<file path="src/rtl/snp_pkg.sv">
package snp_pkg;
   typedef enum logic [1:0] {
      LS_INVALID = 2'b00,
      LS_SHARED  = 2'b01
   } line_st_e;

   function automatic line_st_e final_state(input logic inval);
      return inval ? LS_INVALID : LS_SHARED;
   endfunction
endpackage

</file>
<file path="src/rtl/snp_parity.sv">
module snp_parity #(
   parameter int W     = 27,
   parameter int GRP_W = 8
) (
   input  logic [W-1:0] data,
   input  logic         par,
   output logic         err
);
   localparam int NG  = (W + GRP_W - 1) / GRP_W;
   localparam int PAD = NG * GRP_W - W;

   logic [NG*GRP_W-1:0] padded;
   logic [NG-1:0]       grp;

   generate
      if (PAD > 0) begin : g_pad
         assign padded = {{PAD{1'b0}}, data};
      end else begin : g_nopad
         assign padded = data;
      end
      for (genvar g = 0; g < NG; g++) begin : g_grp
         assign grp[g] = ^padded[g*GRP_W +: GRP_W];
      end
   endgenerate

   // even parity: total ones including par must be even
   assign err = (^grp) ^ par;
endmodule

</file>
<file path="src/rtl/snp_pipe.sv">
module snp_pipe #(
   parameter int W = 27
) (
   input  logic         clk,
   input  logic         rst_n,
   input  logic         strobe,
   input  logic [W-1:0] addr,
   input  logic         inval,
   input  logic         perr_in,
   input  logic         tag_hit,
   input  logic         tag_mod,
   output logic         lk_valid,
   output logic [W-1:0] lk_addr,
   output logic         res_valid,
   output logic [W-1:0] res_addr,
   output logic         res_inval,
   output logic         res_perr,
   output logic         res_hit,
   output logic         res_mod
);
   logic lk_inval, lk_perr;

   // stage 1: capture in the strobe clock
   always_ff @(posedge clk or negedge rst_n) begin
      if (!rst_n) begin
         lk_valid <= 1'b0;
         lk_addr  <= '0;
         lk_inval <= 1'b0;
         lk_perr  <= 1'b0;
      end else begin
         lk_valid <= strobe;
         if (strobe) begin
            lk_addr  <= addr;
            lk_inval <= inval;
            lk_perr  <= perr_in;
         end
      end
   end

   // stage 2: capture tag response
   always_ff @(posedge clk or negedge rst_n) begin
      if (!rst_n) begin
         res_valid <= 1'b0;
         res_addr  <= '0;
         res_inval <= 1'b0;
         res_perr  <= 1'b0;
         res_hit   <= 1'b0;
         res_mod   <= 1'b0;
      end else begin
         res_valid <= lk_valid;
         if (lk_valid) begin
            res_addr  <= lk_addr;
            res_inval <= lk_inval;
            res_perr  <= lk_perr;
            res_hit   <= tag_hit;
            res_mod   <= tag_hit & tag_mod;
         end
      end
   end
endmodule

</file>
<file path="src/rtl/snp_wb_track.sv">
module snp_wb_track #(
   parameter int W = 27
) (
   input  logic         clk,
   input  logic         rst_n,
   input  logic         start,
   input  logic [W-1:0] start_addr,
   input  logic         start_inval,
   input  logic         wb_done,
   input  logic         fin_take,
   output logic         pend,
   output logic [W-1:0] wb_addr,
   output logic         fin_req,
   output logic         fin_inval
);
   always_ff @(posedge clk or negedge rst_n) begin
      if (!rst_n) begin
         pend      <= 1'b0;
         wb_addr   <= '0;
         fin_req   <= 1'b0;
         fin_inval <= 1'b0;
      end else begin
         if (start) begin
            pend      <= 1'b1;
            wb_addr   <= start_addr;
            fin_inval <= start_inval;
         end else if (pend && wb_done) begin
            pend <= 1'b0;
         end

         if (pend && wb_done)
            fin_req <= 1'b1;
         else if (fin_take)
            fin_req <= 1'b0;
      end
   end
endmodule

</file>
<file path="src/rtl/snp_responder.sv">
module snp_responder #(
   parameter int ADDR_W = 27,
   parameter int PAR_GRP_W = 8
) (
   input  logic              clk,
   input  logic              rst_n,
   input  logic              snp_strobe,
   input  logic [ADDR_W-1:0] snp_addr,
   input  logic              snp_par,
   input  logic              snp_inval,
   output logic              tag_req,
   output logic [ADDR_W-1:0] tag_addr,
   input  logic              tag_hit,
   input  logic              tag_mod,
   output logic              snp_hit,
   output logic              snp_hitm,
   output logic              snp_perr,
   output logic              upd_valid,
   output logic [ADDR_W-1:0] upd_addr,
   output logic [1:0]        upd_state,
   output logic              wb_req,
   output logic [ADDR_W-1:0] wb_addr,
   input  logic              wb_done
);
   import snp_pkg::*;

   generate
      if (ADDR_W < 2) begin : g_bad_w
         $error("snp_responder: ADDR_W must be at least 2");
      end
      if (PAR_GRP_W < 1) begin : g_bad_g
         $error("snp_responder: PAR_GRP_W must be at least 1");
      end
   endgenerate

   logic              perr_now;
   logic              res_valid, res_inval, res_perr, res_hit, res_mod;
   logic [ADDR_W-1:0] res_addr;
   logic              pend, fin_req, fin_inval, fin_take, clean_upd;

   snp_parity #(.W(ADDR_W), .GRP_W(PAR_GRP_W)) u_par (
      .data (snp_addr),
      .par  (snp_par),
      .err  (perr_now)
   );

   snp_pipe #(.W(ADDR_W)) u_pipe (
      .clk       (clk),
      .rst_n     (rst_n),
      .strobe    (snp_strobe),
      .addr      (snp_addr),
      .inval     (snp_inval),
      .perr_in   (perr_now),
      .tag_hit   (tag_hit),
      .tag_mod   (tag_mod),
      .lk_valid  (tag_req),
      .lk_addr   (tag_addr),
      .res_valid (res_valid),
      .res_addr  (res_addr),
      .res_inval (res_inval),
      .res_perr  (res_perr),
      .res_hit   (res_hit),
      .res_mod   (res_mod)
   );

   assign clean_upd = res_valid & res_hit & ~res_mod;
   assign fin_take  = fin_req & ~clean_upd;

   snp_wb_track #(.W(ADDR_W)) u_wb (
      .clk         (clk),
      .rst_n       (rst_n),
      .start       (res_valid & res_mod),
      .start_addr  (res_addr),
      .start_inval (res_inval),
      .wb_done     (wb_done),
      .fin_take    (fin_take),
      .pend        (pend),
      .wb_addr     (wb_addr),
      .fin_req     (fin_req),
      .fin_inval   (fin_inval)
   );

   assign snp_hitm = pend;
   assign wb_req   = pend;

   // output stage: two clocks after the strobe
   always_ff @(posedge clk or negedge rst_n) begin
      if (!rst_n) begin
         snp_hit   <= 1'b0;
         snp_perr  <= 1'b0;
         upd_valid <= 1'b0;
         upd_addr  <= '0;
         upd_state <= LS_INVALID;
      end else begin
         if (res_valid)
            snp_hit <= res_hit;
         snp_perr <= res_valid & res_perr;
         if (clean_upd) begin
            upd_valid <= 1'b1;
            upd_addr  <= res_addr;
            upd_state <= final_state(res_inval);
         end else if (fin_req) begin
            upd_valid <= 1'b1;
            upd_addr  <= wb_addr;
            upd_state <= final_state(fin_inval);
         end else begin
            upd_valid <= 1'b0;
         end
      end
   end
endmodule

</file>
<file path="config.mk">
export PLATFORM = sky130hd
export DESIGN_NAME = snp_responder
export DESIGN_NICKNAME = d
export VERILOG_FILES = /design/src/rtl/snp_pkg.sv /design/src/rtl/snp_parity.sv /design/src/rtl/snp_pipe.sv /design/src/rtl/snp_wb_track.sv /design/src/rtl/snp_responder.sv
export SDC_FILE = /design/constraint.sdc
export NUM_CORES = 1
export LEC_CHECK = 0
export ABC_AREA = 1
export ABC_CLOCK_PERIOD_IN_PS = 1440
export CAP_MARGIN = 20
export CORE_MARGIN = 4
export CORE_UTILIZATION = 31
export DETAILED_ROUTE_END_ITERATION = 8
export PLACE_DENSITY_LB_ADDON = 0.15
export SYNTH_ARGS = -nofsm -noshare
export SYNTH_HDL_FRONTEND = slang
export SYNTH_HIERARCHICAL = 1
export SYNTH_SLANG_ARGS = --single-unit
</file>
<file path="constraint.sdc">
create_clock -name clk -period 1.44 [get_ports clk]
set_clock_uncertainty 0.05 [all_clocks]
set_input_delay 0.432 -clock clk [delete_from_list [all_inputs] [get_ports clk]]
set_output_delay 0.432 -clock clk [all_outputs]
set_load 0.02 [all_outputs]
</file>
Word-level counts from Yosys, hierarchy flattened:

Index checks and enable logic that the tools add are counted.

* mux-type cells: 12
* bitwise gates (word level): 9
* reduce and logical (&&, ||, !) cells: 9

Operators with widths (count)
* 27-bit 2-to-1 mux: 2
* 8-bit XOR reduction: 4
* 1-bit 2-to-1 mux: 8
* 1-bit bitwise AND: 6
* 2-bit nonzero test: 3
* 2-bit 2-to-1 mux: 2
* 4-bit XOR reduction: 1
* 1-bit inverter: 2
* 1-bit logical AND: 1
* 1-bit XOR: 1

* bits in registers: 124

Longest topological paths before layout:

Gate-level depths: netlist of run 1.

* depth in word-level cells: 6
* gate-level depth with buffers: 15

Cells and area by module:

Netlist of run 1, hierarchy kept.

By module, submodules not included
* snp_pipe: times used 1, cells each 256, area each 2313.5 um^2, seq. area each 1551.5 um^2
* snp_responder: times used 1, cells each 186, area each 1617.8 um^2, seq. area each 775.7 um^2
* snp_wb_track: times used 1, cells each 128, area each 1153.6 um^2, seq. area each 750.7 um^2
* snp_parity: times used 1, cells each 171, area each 711.9 um^2, seq. area each 0.0 um^2

Worst setup path after synthesis of run 1:

No wires, ideal clock.

* path kind: input-to-reg
* start: input snp_addr[0]
* end: register u_pipe.lk_perr
* library setup time: 0.116 ns
* data arrival time: 1.210 ns
* setup slack: 0.063 ns
* stages on the path: 14
* path buffers: 0
* cell sequence: inv_1 -> nand2_1 -> nand2_2 -> inv_1 -> nand2_1 -> nand2_1 -> nand2_1 -> nand2_1 -> nand2_1 -> nand2_2 -> nor2_1 -> nor2_2 -> nand2_1 -> nand2_1

* longest elaborated chain between the ends: 3

Ends and longest elaborated chain
* start, declared: line snp_responder.sv:8 `input logic [ADDR_W-1:0] snp_addr,`
* 8-bit XOR reduction: line snp_parity.sv:22 `assign grp[g] = ^padded[g*GRP_W +: GRP_W];`
* 4-bit XOR reduction: line snp_parity.sv:27 `assign err = (^grp) ^ par;`
* 1-bit XOR: line snp_parity.sv:27
* via perr_now: line snp_responder.sv:36 `logic perr_now;`
* end signal, assigned: line snp_pipe.sv:35 `lk_perr <= perr_in;`
* end, declared: line snp_pipe.sv:21 `logic lk_inval, lk_perr;`

The timed path passes the listed nets, and every way through them passes these cells.
A chain may end at the register's enable or synchronous reset.

Worst setup path in the final report of run 1:

* start: register u_wb.pend
* end: output wb_req

RTL lines
* start, declared: line snp_wb_track.sv:11 `output logic pend,`
* start signal, assigned: line snp_wb_track.sv:18 `pend <= 1'b0;`
* start signal, assigned: line snp_wb_track.sv:24 `pend <= 1'b1;`
* start signal, assigned: line snp_wb_track.sv:28 `pend <= 1'b0;`
* end, declared: line snp_responder.sv:21 `output logic wb_req,`

No word-level cell between the ends.

==> results.toml, run 1 <==
[timing]
rsz0062_at_grt = "true"
final_max_slew_viol_count = 0
final.period_utilization = 1.005
slew_headroom = 0.6443
final-setup-viol-count = 10
fmax_mhz = 690.8
hold_viol = 0
worst_slack_ns = -0.007590
min_period_ns = 1.448
worst_slew_pin_slew_ns = 0.5327

[placement]
gp_congestion = 0.7407
place_area_sq_um = 7782
io_buffers = 122
dp_hpwl_um = 11180

[drt]
drc = 0
routed_via_density = 4.232
routed_wl_um = 15820
antenna_left = 0
wire_per_inst_um = 13.04
vias = 5133
firstDrtPassIters = 4
drtIter0Drc = 260

[clock_network]
clk_pin_slew_worst_paths_ns = 0.06
clkLatencyLatePin_ns = 0.42
cts_buffer_depth = 2
ctsHtreeMaxLevel = 4
numCtsBuffers = 17
cts_tree = "yes"
clkSinkCount = 123
cts_root_buf = "clkbuf_16"

[floorplan]
fp.coreArea_sq_um = 18150
die_w_um = 144.7
num_rows = 49
ioPinCount = 124
start_util = 0.3194
die_area_sq_um = 20950
die_h_um = 144.7

[critical_path]
arrival_ns = 0.97
cp-end-kind = "output pin"
path_buf_inv = 1
startpoint_type = "register"
path_max_fanout = 3
cp_slowest_stage_delay_ns = 0.41
critPathTopFamily = "flip-flops"
worstPathRequired_ns = 0.96
crit_type = "register to output pin"
cp_slowest_cell = "dfrtp_1"
crit_chain = "buf_6"

[pwr]
sw_frac_of_total = 0.3138
p_switching_mw = 4.569
power_mw = 14.56
leakagePower_nw = 4.973
comb_power_share = 0.348
seqPwrFrac = 0.335
p_int_mw = 9.992
p_per_area_nw_per_um2 = 1657
p_clk_frac = 0.317
vdd_ir_drop_max_mv = 0.8130

[final_layout]
layout_commonest_cell = "nand2_1"
synthToLayoutAreaGrowth_pct = 51.56
fin_area_sq_um = 8786
nets = 1007
fillers = 1794
final_cell_mix = "412 x nand2_1, 123 x dfrtp_1, 118 x buf_4, 87 x buf_6, 73 x nand3_1"
drive_above_1_share = 0.2998
n_antenna_cell = 0
final_util = 0.4841

[global_routing]
grt_usage = 0.1550
grt_pass1_vias = 4857
grt_pass1_wl_um = 25330
antenna_found_initial = 0
grt_overflow_total = 0
grt_max_degree = 58

[logic_synthesis]
avgSynthCellArea_sq_um = 7.823
yosys-top-cells-area = "dfrtp_1 53%, nand2_1 27%, nand3_1 6.3%"
yosysTopAreaCell = "dfrtp_1"
synth_top_area_share = 0.5310
synthesis.area_sq_um = 5797
ys_seq_area_frac = 0.5310
synth_fp_nets = 776
ys.warnings.count = 6
synth_cells = 741
synth_seq_cells = 123
synth_cell_types = 19

[status]
violations = "negative setup slack"
status = "finished, violations left"

[worst_hold_path]
hp-class = "primary input to register"

[run]
maxCapViolations = 0
==> final timing paths <==
path	from	to	slack (ns)	cells after the start
worst max-delay path	u_wb/pend	wb_req	-0.008	1
worst min-delay path	snp_addr[19]	u_pipe/lk_addr[19]	0.34	3
worst max register to register	u_pipe/lk_valid	u_pipe/res_mod	0.19	5
worst min register to register	u_wb/fin_inval	u_wb/fin_inval	0.42	2
max in group asynchronous	rst_n	upd_addr[24]	0.47	3
min in group asynchronous	rst_n	u_pipe/res_addr[19]	0.37	2
==> layer usage <==
metal,wire [um],global-route usage,up-vias
li1,-,-,2732
met1,7659,0.2205,2284
met2,7156,0.2311,93
met3,674,0.03253,24
met4,333,0.06186,0
met5,0,0,-
==> repair_timing <==
| action | CTS | global route |
|---|---|---|
| endpoints found under the setup margin | 89 | 85 |
| cloned | 0 | 0 |
| hold buffers | 1 | 0 |
| setup buffers | 22 | 14 |
| hold endpoints to repair | 9 | 0 |
| resized for setup | 555 | 8 |
| pin swaps | 0 | 1 |
==> power groups by stage <==
stage | sequential (mW) | clock, mW | combinational (mW)
after floorplan | 5.55 | 0 | 1.38
after global placement | 4.81 | 0 | 4.53
after detailed placement | 4.82 | 0 | 4.55
after CTS | 4.89 | 4.72 | 4.92
after global routing | 4.96 | 4.88 | 5.50
final | 4.88 | 4.62 | 5.07
==> final cells by class <==
| type | count | area, sq um | area share |
|---|---|---|---|
| Sequential cell | 123 | 3078 | 0.3503 |
| Timing Repair Buffer | 247 | 2322 | 0.2643 |
| Multi-Input combinational cell | 533 | 2278 | 0.2593 |
| Clock buffer | 23 | 467.9 | 0.05326 |
| Tap cell | 229 | 286.5 | 0.03261 |
| Inverter | 50 | 187.7 | 0.02136 |
| Clock inverter | 8 | 165.2 | 0.01880 |
==> cell usage after synthesis <==
cell,instances
inv_2,10
conb_1,1
nand3_2,14
nand2_2,22
nand2_4,1
dfrtp_1,123
o21ai_0,1
buf_2,15
nand2_1,412
nand3_1,73
buf_12,1
nor2_2,3
nor2_4,1
inv_1,40
clkbuf_1,3
buf_4,5
nor2_1,4
buf_6,11
xnor2_1,1
==> metrics by stage <==
step	TNS [ns]	instances	worst slack, ns	hold WS [ns]
detailed placement	-7.975	1145	-0.5794	0.2602
floorplan	0	741	0.06343	0.08641
finish	-0.04910	1213	-0.007590	0.3438
CTS	-1.244	1199	-0.05205	0.3415
global placement	-7.789	1145	-0.5671	0.2569
global route	-1.710	1213	-0.04670	0.3653
==> registers in the layout, summed over array words and instances (netlist names), 27 cells and up <==
signal	flops
u_pipe/lk_addr	27
u_pipe/res_addr	27
u_wb/wb_addr	27
upd_addr	27
==> cells by family (layout without fill, tap and decap cells) <==
| kind of cell | Yosys count | in the layout | share of synthesized area |
|---|---|---|---|
| xor gates and xnor gates | 1 | 1 | 0.001511 |
| buffers and inverters | 85 | 328 | 0.07857 |
| other | 1 | 1 | 0.0006469 |
| AOI/OAI and AO/OA | 1 | 1 | 0.0008625 |
| and+or+nand+nor | 530 | 530 | 0.3874 |
| DFF | 123 | 123 | 0.5310 |
(Power assumes the default switching activity.)
==> inputs of run 2 (changes only) <==
--- a/config.mk
+++ b/config.mk
@@ -11,8 +11,9 @@
 export CORE_MARGIN = 4
 export CORE_UTILIZATION = 31
 export DETAILED_ROUTE_END_ITERATION = 8
+export DONT_BUFFER_PORTS = 1
 export PLACE_DENSITY_LB_ADDON = 0.15
 export SYNTH_ARGS = -nofsm -noshare
 export SYNTH_HDL_FRONTEND = slang
-export SYNTH_HIERARCHICAL = 1
 export SYNTH_SLANG_ARGS = --single-unit
+export TNS_END_PERCENT = 50
==> results.toml, run 2 <==
[clock_network]
ctsHtreeMaxLevel = 4
cts_tree = "yes"
post_cts_buffers = 0
cts_root_buf = "clkbuf_16"
clkSinkCount = 123
clk_pin_slew_worst_paths_ns = 0.05
clkLatencyLatePin_ns = 0.41
cts_hold_buf = 1
cts_buffer_depth = 2
numCtsBuffers = 17

[drt]
routed_wl_um = 13220
wire_per_inst_um = 15.19
routed_via_density = 4.466
firstDrtPassIters = 4
vias = 3885
antenna_left = 0
drc = 0
drtIter0Drc = 220

[placement]
gp_congestion = 0.7650
dp_hpwl_um = 9447
io_buffers = 0
place_area_sq_um = 5624

[timing]
fmax_mhz = 712.1
hold_viol = 123
holdWs_ns = -0.3255
final.period_utilization = 0.9752
tns_ns = 0
final-setup-viol-count = 0
min_period_ns = 1.404
final_max_slew_viol_count = 0
rsz0062_at_grt = "true"

[status]
status = "finished, violations left"
violations = "negative hold slack"

[logic_synthesis]
yosysTopAreaCell = "dfrtp_1"
synth_cell_types = 21
ys_seq_area_frac = 0.5861
yosysMostFrequentCell = "nand2_1"
ys.flop_type = "dfrtp_1"
async_flop_share = 1.000
synthesis.area_sq_um = 5251
synth_top_area_share = 0.5861
ys.warnings.count = 0
synth_fp_nets = 654
synth_edf_count = 0
yosys-top-cells-area = "dfrtp_1 59%, nand2_1 19%, o21ai_0 7.9%"
avgSynthCellArea_sq_um = 8.483
synth_seq_cells = 123
synthTopCellsByCount = "260 x nand2_1, 123 x dfrtp_1, 83 x o21ai_0, 57 x inv_1, 27 x o211ai_1"
synth_cells = 619

[final_layout]
fin_area_sq_um = 6212
n_antenna_cell = 0
final_util = 0.3746
layout_commonest_cell = "nand2_1"
drive_above_1_share = 0.1369
regArea_sq_um = 3090
fillers = 1765
synthToLayoutAreaGrowth_pct = 18.30
final_cell_mix = "259 x nand2_1, 113 x dfrtp_1, 83 x o21ai_0, 57 x inv_1, 27 x o211ai_1"
nets = 672
multi_input_comb_area_sq_um = 1805

[floorplan]
ioPinCount = 124
fp.coreArea_sq_um = 16580
die_w_um = 138.2
die_h_um = 138.2
start_util = 0.3167
die_area_sq_um = 19090
num_rows = 47

[run]
maxCapViolations = 0

[pwr]
p_per_area_nw_per_um2 = 1652
leakagePower_nw = 3.049
seqPwrFrac = 0.500
p_clk_frac = 0.395
p_switching_mw = 3.156
sw_frac_of_total = 0.3075
comb_power_share = 0.105
p_int_mw = 7.106
vdd_ir_drop_max_mv = 0.8058

[global_routing]
grt_overflow_total = 0
grt_pass1_vias = 3919
grt_max_degree = 124
antenna_found_initial = 0
grt_pass1_wl_um = 22000
grt_usage = 0.1441

[critical_path]
worstPathRequired_ns = 0.96
path_depth = 0
path_max_fanout = 3
crit_type = "register to output pin"
arrival_ns = 0.92
rr_worst_depth = 5
cp-end-kind = "output pin"
startpoint_type = "register"

[worst_hold_path]
hp-class = "primary input to async pin"
-- run 2: changes by cell type after synthesis, sizes merged, moves of 2 or more --
| cell | previous run | this run |
|---|---|---|
| inv | 50 | 66 |
| o21ai | 1 | 83 |
| nand3 | 87 | 9 |
| nor2 | 8 | 5 |
| o211ai | 0 | 27 |
| mux2 | 0 | 2 |
| buf | 32 | 12 |
| nand2 | 435 | 271 |
| clkbuf | 3 | 15 |
-- run 2: metrics by stage --
stage | setup WS (ns) | hold WS [ns] | std cells | total power, mW
after CTS | 0.0007192 | -0.3571 | 870 | 10.43
after floorplan | 0.07364 | 0.08641 | 619 | 5.829
final | 0.03570 | -0.3255 | 870 | 10.26
after detailed placement | -0.1188 | 0.09022 | 837 | 6.300
after global routing | -0.0007122 | -0.3522 | 870 | 10.81
after global placement | -0.08835 | 0.08927 | 837 | 6.243
-- run 2: worst reg2reg max path, delay by kind of cell (launching register included) --
family	cells	cell delay [ns]
buffers and inverters	1	0.21
DFF	1	0.42
AOI/OAI and AO/OA	1	0.09
and+or+nand+nor	3	0.38
-- run 2: kinds of logic (layout without fill, tap and decap cells) --
group	Yosys count	after routing	share of synthesized area
and+or+nand+nor	285	285	0.2135
buffers and inverters	94	125	0.07100
xor gates and xnor gates	3	3	0.005004
DFF	123	123	0.5861
muxes	2	2	0.004288
AOI/OAI and AO/OA	111	111	0.1194
other	1	1	0.0007141
-- run 2: cell type report --
class	count	share of cell area
multi-input cells	402	0.2906
flip-flops and latches	123	0.4975
clock buffers	24	0.07593
well taps	220	0.04431
clock inverters	8	0.01490
repair buffers	26	0.03585
inverters	67	0.04089
-- run 2: layer usage --
| metal | track usage | wire [um] | vias to the layer above |
|---|---|---|---|
| met5 | 0 | 0 | - |
| li1 | - | - | 1978 |
| met1 | 0.1922 | 6102 | 1796 |
| met2 | 0.2153 | 6002 | 95 |
| met4 | 0.05668 | 233 | 0 |
| met3 | 0.05145 | 879 | 16 |
-- run 2: final timing paths --
check                              startpoint                  end  slack (ns)
setup / recovery           u_pipe.lk_addr[18]         tag_addr[18]        0.04
hold / removal                          rst_n    u_pipe.lk_addr[8]       -0.33
setup reg to reg               u_pipe.res_mod          upd_addr[9]        0.17
hold reg to reg               u_pipe.res_perr             snp_perr        0.42
max in group asynchronous               rst_n  u_pipe.res_addr[19]        1.49
min in group clk                      wb_done            u_wb.pend        0.08
-- run 2: what timing repair did --
action,in CTS,in global routing
resized for setup,4,7
hold endpoints to repair,124,123
setup endpoints to repair,5,29
pin swaps,0,0
-- run 2: power by group through the flow --
stage	logic [mW]	registers (mW)	clock network (mW)
after global routing	1.27	5.22	4.32
final	1.07	5.13	4.05
after floorplan	0.829	5.00	0
after CTS	1.10	5.16	4.18
after global placement	1.05	5.19	0
after detailed placement	1.09	5.21	0
==> inputs of run 3 (changes only) <==
--- a/config.mk
+++ b/config.mk
@@ -8,8 +8,9 @@
 export ABC_AREA = 1
 export ABC_CLOCK_PERIOD_IN_PS = 1440
 export CAP_MARGIN = 20
-export CORE_MARGIN = 4
+export CORE_MARGIN = 1.5
 export CORE_UTILIZATION = 31
+export CTS_CLUSTER_SIZE = 10
 export DETAILED_ROUTE_END_ITERATION = 8
 export DONT_BUFFER_PORTS = 1
 export PLACE_DENSITY_LB_ADDON = 0.15
==> results.toml, run 3 (synthesized netlist as in run 2, its figures left out) <==
[status]
status = "finished, violations left"
violations = "negative hold slack, negative setup slack"

[drt]
drc = 0
antenna_left = 0
wire_per_inst_um = 14.95
routed_via_density = 4.464
routed_wl_um = 12990
vias = 3879
firstDrtPassIters = 4
drtIter0Drc = 225

[timing]
final_max_slew_viol_count = 0
hold_viol = 123
final.period_utilization = 1.008
holdWs_ns = -0.3370
min_period_ns = 1.452
fmax_mhz = 688.9
rsz0062_at_grt = "true"
worst_slack_ns = -0.01168
final-setup-viol-count = 1

[critical_path]
regToRegSetupSlack_ns = 0.17
crit_type = "register to output pin"
worstPathRequired_ns = 0.96
path_max_fanout = 6
arrival_ns = 0.97
startpoint_type = "register"
cp-end-kind = "output pin"

[final_layout]
final_cell_mix = "259 x nand2_1, 110 x dfrtp_1, 83 x o21ai_0, 57 x inv_1, 27 x o211ai_1"
layout_commonest_cell = "nand2_1"
synthToLayoutAreaGrowth_pct = 20.37
fin_area_sq_um = 6321
fillers = 1739
n_antenna_cell = 0
nets = 673
drive_above_1_share = 0.1448

[clock_network]
cts_root_buf = "clkbuf_16"
numCtsBuffers = 17
ctsHtreeMaxLevel = 4
clk_pin_slew_worst_paths_ns = 0.05
cts_tree = "yes"
clkLatencyLatePin_ns = 0.41
cts_hold_buf = 1
cts_buffer_depth = 2
clkSinkCount = 123

[floorplan]
die_w_um = 133.2
ioPinCount = 124
start_util = 0.3167
num_rows = 47
fp.coreArea_sq_um = 16580
die_h_um = 133.2
die_area_sq_um = 17730

[placement]
io_buffers = 0
dp_hpwl_um = 9158
gp_congestion = 0.7768
place_area_sq_um = 5642

[global_routing]
grt_overflow_total = 0
grt_max_degree = 124
grt_usage = 0.1561
grt_pass1_vias = 3889
antenna_found_initial = 0
grt_pass1_wl_um = 21110

[pwr]
vdd_ir_drop_max_mv = 0.8143
p_per_area_nw_per_um2 = 1714
leakagePower_nw = 3.096
power_mw = 10.84

[run]
maxCapViolations = 0

[worst_hold_path]
hp-class = "primary input to async pin"
-- run 3: where the power goes --
part,internal [mW],total [mW],switching [mW]
combinational,0.447,1.08,0.634
clock,3.18,4.64,1.46
sequential,4.05,5.12,1.07
total,7.67,10.8,3.16
-- run 3: repair_timing --
item | in CTS | in global routing
gates resized for setup | 5 | 10
setup endpoints to repair | 6 | 33
gates cloned | 0 | 0
setup buffers | 1 | 1
hold endpoints to repair | 124 | 123
-- run 3: metal layers --
layer,share of wire,GRT usage,up-vias,wire length [um]
met4,0.015,0.05676,0,198
li1,-,-,1980,-
met1,0.47,0.2046,1791,6145
met2,0.45,0.2352,95,5783
met5,0,0,-,0
met3,0.067,0.06088,13,866
-- run 3: path summary, 6_finish.rpt --
kind,start,endpoint,cells after the start
setup / recovery,u_pipe.lk_valid,tag_req,0
hold / removal,rst_n,u_pipe.lk_addr[9],0
max in group asynchronous,rst_n,u_wb.pend,0
min in group clk,wb_done,u_wb.pend,1
hold reg to reg,u_pipe.res_perr,snp_perr,2
setup reg to reg,u_pipe.res_mod,upd_addr[15],5
-- run 3: final cells by class --
cell class,instances,area [sq um],share of cell area
sequential,123,3097,0.4899
timing repair buffer,27,250.2,0.03959
multi-input combinational,402,1805,0.2856
clock inverter,8,165.2,0.02613
tap,220,275.3,0.04355
inverter,67,254.0,0.04018
clock buffer,22,474.2,0.07502
-- run 3: stage by stage --
step / hold slack [ns] / std cells / worst slack [ns] / setup TNS [ns] / util
2_1_floorplan: 0.08641 / 619 / 0.07364 / 0 / -
6_report: -0.3370 / 869 / -0.01168 / -0.01168 / 0.3812
3_3_place_gp: 0.08914 / 836 / -0.09957 / -0.09957 / 0.3402
3_5_place_dp: 0.08972 / 836 / -0.1293 / -0.1293 / 0.3402
5_1_grt: -0.3648 / 869 / -0.04734 / -0.04734 / 0.3812
4_1_cts: -0.3579 / 868 / -0.05848 / -0.05848 / 0.3801
